$ cat src/rtl/dbg_port_pkg.sv
package dbg_port_pkg;

  typedef enum logic [1:0] {
    OP_NOP = 2'b00,
    OP_WR  = 2'b01,
    OP_RD  = 2'b10,
    OP_RSV = 2'b11
  } dbg_op_e;

  typedef struct packed {
    logic rst;
    logic hold;
    logic shift;
    logic exec;
    logic sel_n;
    logic din;
  } dbg_ctl_t;

  localparam dbg_ctl_t CTL_IDLE = '{rst: 1'b0, hold: 1'b0, shift: 1'b0,
                                    exec: 1'b0, sel_n: 1'b1, din: 1'b0};

endpackage

$ cat src/rtl/dbg_in_capture.sv
module dbg_in_capture
  import dbg_port_pkg::*;
(
  input  logic     clk,
  input  logic     rst_n,
  input  dbg_ctl_t ctl_in,
  output dbg_ctl_t ctl_q
);

  dbg_ctl_t ctl_d;

  always_comb begin
    ctl_d = ctl_in;
  end

  always_ff @(posedge clk or negedge rst_n) begin
    if (!rst_n) begin
      ctl_q <= CTL_IDLE;
    end else begin
      ctl_q <= ctl_d;
    end
  end

endmodule

$ cat src/rtl/dbg_shift_path.sv
module dbg_shift_path #(
  parameter int SR_W = 32,
  parameter int LD_W = 16
) (
  input  logic            clk,
  input  logic            rst_n,
  input  logic            clr,
  input  logic            shift_en,
  input  logic            din,
  input  logic            load_en,
  input  logic [LD_W-1:0] load_data,
  output logic [SR_W-1:0] sr_q,
  output logic            dout_q
);

  logic [SR_W-1:0] sr_d;
  logic            dout_d;
  logic            sr_en;
  logic            dout_en;

  always_comb begin
    sr_d   = sr_q;
    dout_d = dout_q;
    if (clr) begin
      sr_d   = '0;
      dout_d = 1'b0;
    end else if (shift_en) begin
      sr_d   = {din, sr_q[SR_W-1:1]};
      dout_d = sr_q[0];
    end else if (load_en) begin
      sr_d[LD_W-1:0] = load_data;
    end
  end

  assign sr_en   = clr | shift_en | load_en;
  assign dout_en = clr | shift_en;

  always_ff @(posedge clk or negedge rst_n) begin
    if (!rst_n) begin
      sr_q <= '0;
    end else if (sr_en) begin
      sr_q <= sr_d;
    end
  end

  always_ff @(posedge clk or negedge rst_n) begin
    if (!rst_n) begin
      dout_q <= 1'b0;
    end else if (dout_en) begin
      dout_q <= dout_d;
    end
  end

endmodule

$ cat src/rtl/dbg_cmd_bank.sv
module dbg_cmd_bank
  import dbg_port_pkg::*;
#(
  parameter int DATA_W = 16,
  parameter int NREG   = 4,
  localparam int IDX_W = (NREG > 1) ? $clog2(NREG) : 1
) (
  input  logic              clk,
  input  logic              rst_n,
  input  logic              clr,
  input  logic              exec_en,
  input  dbg_op_e           op,
  input  logic [IDX_W-1:0]  idx,
  input  logic [DATA_W-1:0] wdata,
  output logic              load_en,
  output logic [DATA_W-1:0] load_data
);

  logic [DATA_W-1:0] regs_q [NREG];
  logic              wr_cmd;

  assign wr_cmd    = exec_en & (op == OP_WR);
  assign load_en   = exec_en & (op == OP_RD);
  assign load_data = regs_q[idx];

  for (genvar g = 0; g < NREG; g++) begin : g_reg
    logic              hit;
    logic              en;
    logic [DATA_W-1:0] nxt;

    assign hit = wr_cmd & (idx == IDX_W'(g));
    assign en  = clr | hit;

    always_comb begin
      nxt = regs_q[g];
      if (clr) begin
        nxt = '0;
      end else if (hit) begin
        nxt = wdata;
      end
    end

    always_ff @(posedge clk or negedge rst_n) begin
      if (!rst_n) begin
        regs_q[g] <= '0;
      end else if (en) begin
        regs_q[g] <= nxt;
      end
    end
  end

endmodule

$ cat src/rtl/dbg_scan_port.sv
module dbg_scan_port
  import dbg_port_pkg::*;
#(
  parameter int SR_W   = 32,
  parameter int DATA_W = 16,
  parameter int NREG   = 4
) (
  input  logic clk,
  input  logic rst_n,
  input  logic tap_rst,
  input  logic tap_hold,
  input  logic tap_shift,
  input  logic tap_exec,
  input  logic tap_sel_n,
  input  logic tap_din,
  output logic tap_dout
);

  localparam int IDX_W  = (NREG > 1) ? $clog2(NREG) : 1;
  localparam int OP_MSB = SR_W - 1;
  localparam int IX_MSB = SR_W - 3;

  dbg_ctl_t          ctl_in;
  dbg_ctl_t          ctl_q;
  logic              active;
  logic              shift_go;
  logic              exec_go;
  logic [SR_W-1:0]   sr_q;
  logic              load_en;
  logic [DATA_W-1:0] load_data;
  dbg_op_e           op;
  logic [IDX_W-1:0]  idx;

  assign ctl_in = '{rst: tap_rst, hold: tap_hold, shift: tap_shift,
                    exec: tap_exec, sel_n: tap_sel_n, din: tap_din};

  dbg_in_capture u_cap (
    .clk    (clk),
    .rst_n  (rst_n),
    .ctl_in (ctl_in),
    .ctl_q  (ctl_q)
  );

  assign active   = ctl_q.hold & ~ctl_q.sel_n & ~ctl_q.rst;
  assign shift_go = active & ctl_q.shift;
  assign exec_go  = active & ctl_q.exec & ~ctl_q.shift;

  assign op  = dbg_op_e'(sr_q[OP_MSB -: 2]);
  assign idx = sr_q[IX_MSB -: IDX_W];

  dbg_shift_path #(
    .SR_W (SR_W),
    .LD_W (DATA_W)
  ) u_sr (
    .clk       (clk),
    .rst_n     (rst_n),
    .clr       (ctl_q.rst),
    .shift_en  (shift_go),
    .din       (ctl_q.din),
    .load_en   (load_en),
    .load_data (load_data),
    .sr_q      (sr_q),
    .dout_q    (tap_dout)
  );

  dbg_cmd_bank #(
    .DATA_W (DATA_W),
    .NREG   (NREG)
  ) u_bank (
    .clk       (clk),
    .rst_n     (rst_n),
    .clr       (ctl_q.rst),
    .exec_en   (exec_go),
    .op        (op),
    .idx       (idx),
    .wdata     (sr_q[DATA_W-1:0]),
    .load_en   (load_en),
    .load_data (load_data)
  );

endmodule

$ cat config.mk
export PLATFORM = sky130hd
export DESIGN_NAME = dbg_scan_port
export DESIGN_NICKNAME = d
export VERILOG_FILES = /design/src/rtl/dbg_port_pkg.sv /design/src/rtl/dbg_in_capture.sv /design/src/rtl/dbg_shift_path.sv /design/src/rtl/dbg_cmd_bank.sv /design/src/rtl/dbg_scan_port.sv
export SDC_FILE = /design/constraint.sdc
export NUM_CORES = 1
export LEC_CHECK = 0
export ABC_AREA = 1
export BUFFER_PORTS_ARGS = -buffer_cell sky130_fd_sc_hd__buf_2
export CELL_PAD_IN_SITES_DETAIL_PLACEMENT = 2
export CELL_PAD_IN_SITES_GLOBAL_PLACEMENT = 2
export CORE_UTILIZATION = 41
export CTS_BUF_LIST = sky130_fd_sc_hd__clkbuf_16
export CTS_CLUSTER_DIAMETER = 100
export DETAILED_ROUTE_END_ITERATION = 10
export HOLD_SLACK_MARGIN = 0.12
export PLACE_DENSITY_LB_ADDON = 0.1
export SLEW_MARGIN = 20
export SYNTH_ARGS = -nofsm -noshare
export SYNTH_HDL_FRONTEND = slang
export SYNTH_HIERARCHICAL = 1
export SYNTH_SLANG_ARGS = --single-unit
$ cat constraint.sdc
create_clock -name clk -period 3.65 [get_ports clk]
set_clock_uncertainty 0.2 [all_clocks]
set_input_delay 0.73 -clock clk [delete_from_list [all_inputs] [get_ports clk]]
set_output_delay 0.73 -clock clk [all_outputs]
set_load 0.01 [all_outputs]
==> flow_summary.ini <==
[grt]
grt_pass1_vias = 4680
track_usage_pct = 26.80
overflow = 0
grt_pass1_wl_um = 24860
grt_max_degree = 52
grt_antenna_before_repair = 0

[sta]
setup_violations = 0
drv_slew = 0
period_minus_slack_ns = 2.576
worst_slack_ns = 1.074
worst_slew_pin_slew_ns = 0.8420
finalCritPeriodShare_pct = 70.57
final.setup.tns_ns = 0
hold_viol = 0
fmax_mhz = 388.2
rsz0062_at_grt = false
worst_slew_margin_rel_pct = 43.78

[floorplanning]
core_um2 = 11470
rows = 39
pin_count = 9
die_area_um2 = 12210
die_y_um = 110.5
start_util_pct = 42.09
die_w_um = 110.5

[worst_setup_path]
crit_path_end_kind = flop
crit_start = u_cap/ctl_q[5]
reg2reg_from = u_cap/ctl_q[5]
slowest_stage = dfrtp_1
crit_type = flop to flop
required_ns = 3.74
critical_path.max_stage_delay_ns = 0.67
crit_chain = inv_1 -> nand3_2 -> nor2_1 -> nand2_1 -> nor2_1 -> o21a_2 -> nand2_1 -> nand2_1
cp_max_fo = 19
crit_top_cell = nand2_1
cp.arrival_ns = 2.67
critPathLaunchType = flop

[pwr]
p_leak_nw = 2.729
ir_drop_mv = 0.2136
pwr_density_cell_nw_per_um2 = 405.1

[placed_design]
port_buffers = 8
place.gp.congestion = 0.7409
dp_hpwl_um = 9394
pre_cts_ws_ns = 1.187

[clock_tree]
htreeDepth = 3
clkTransAtPathRegs_ns = 0.07
root_buffer = clkbuf_16
clock-sinks = 103
hold_buffers = 0
ctsLongestPathBuffers = 2
cts_resized = 0
clk_latency_ns = 0.35
cts_made_buffers = 9
cts_setup_buffers = 0
cts_tree = yes

[outcome]
status = finished clean

[route]
routed_via_density = 5.424
ant_nets = 0
vias = 4068
wire_per_inst_um = 20.09
detail_route.wirelength_um = 15070
drcViolationCount = 0
drt_iter0_drc = 162
dr.pass1.iters = 4

[worst_hold_path]
hp-class = primary input to asynchronous set/reset pin

[synth]
synth_top_area_share_pct = 52.88
yosysTopAreaCell = dfrtp_1
synth_area_leaders = dfrtp_1 53%, nand2_1 23%, nand3_1 7.1%, inv_1 2.6%, nand4_1 2.1%
synth_commonest_cells = 294 x nand2_1, 102 x dfrtp_1, 68 x nand3_1
ys_warn_count = 6
synth_flop_cell = dfrtp_1
yosysSeqAreaShare_pct = 53.42
synth_edf_count = 0
postSynthCellCount = 604
avgSynthCellArea_um2 = 7.992
yosysUniqueCellTypes = 21
synth_seq_cells = 103
netlist_area_um2 = 4827
yosysMostFrequentCell = nand2_1
async_flop_share_pct = 100.0
syn-num-nets = 612

[finish]
nNetsFinal = 610
insertedDiodeCount = 0
syn_to_final_growth_pct = 7.232
drive_above_1_share_pct = 8.896

[job]
maxCapViolations = 0
## power by group
part           total [mW]  internal [mW]  switching [mW]
logic              0.0647         0.0112          0.0536
clock network       0.882          0.451           0.431
registers            1.15           1.14         0.00534
## metal layers
metal / vias to the layer above / global-route usage (%) / share of wire (%)
met5: - / 0 / 0
met1: 2118 / 33.98 / 46
met2: 41 / 46.87 / 50
li1: 1892 / - / -
met3: 17 / 2.909 / 1.8
met4: 0 / 10.40 / 2.0
## cell families after synthesis
logic type / Yosys count / synth area share, %
AND/OR/NAND/NOR: 415 / 37.48
flip-flops: 103 / 53.42
buffers and inverters: 69 / 6.895
AO/OA/AOI/OAI: 17 / 2.203
## state kept, by name, summed over array words and instances, names as in the netlist
name / flops
u_bank/regs_q: 64
u_cap/ctl_q: 6
u_sr/dout_q: 1
u_sr/sr_q: 32
## per-stage QoR
step           power (mW)  instances  cell area [um2]  utilization [%]  hold WS, ns
2_1_floorplan       1.199        604             4827                -       0.2344
3_3_place_gp        1.237        734             4918            42.89       0.2859
3_5_place_dp        1.238        734             4918            42.89       0.2898
4_1_cts             2.119        750             5176            45.14       0.2447
5_1_grt             2.154        750             5176            45.14       0.2631
6_report            2.097        750             5176            45.14       0.2214
## cells in the final DEF, fill, tap and decap left out, types with 3 or more instances in the layout
master,instances
clkbuf_16,9
buf_4,7
nand4_1,16
nand2_1,294
o22ai_1,14
inv_2,8
dfrtp_1,102
nand2_2,3
inv_1,36
nand3_1,68
buf_2,7
nor2_1,19
nor2_4,8
nand2_4,4
## final timing paths
kind	to	slack (ns)	cells past startpoint
max	u_sr/sr_q[8]	1.07	8
min	u_bank/regs_q[30]	0.22	1
max reg2reg	u_sr/sr_q[8]	1.07	8
min reg2reg	u_bank/regs_q[58]	0.31	2
max in group asynchronous	u_bank/regs_q[41]	2.31	2
min in group clk	u_cap/ctl_q[1]	0.27	1
## layout make-up
cell class / instances / area, um2
repair buffers: 14 / 87.58
clock inverters: 7 / 32.53
inverters: 42 / 157.7
flip-flops and latches: 103 / 2579
well taps: 143 / 178.9
clock buffers: 9 / 225.2
fillers: 1305 / 6291
multi-input cells: 432 / 1916
## critical path: cells and delay by family (launching register included)
| family | cells | cell delay, ns |
|---|---|---|
| simple gates | 6 | 1.02 |
| flops | 1 | 0.67 |
| compound gates | 1 | 0.40 |
| buf+inv | 1 | 0.21 |
No activity file was read; power rests on OpenSTA's default activity.
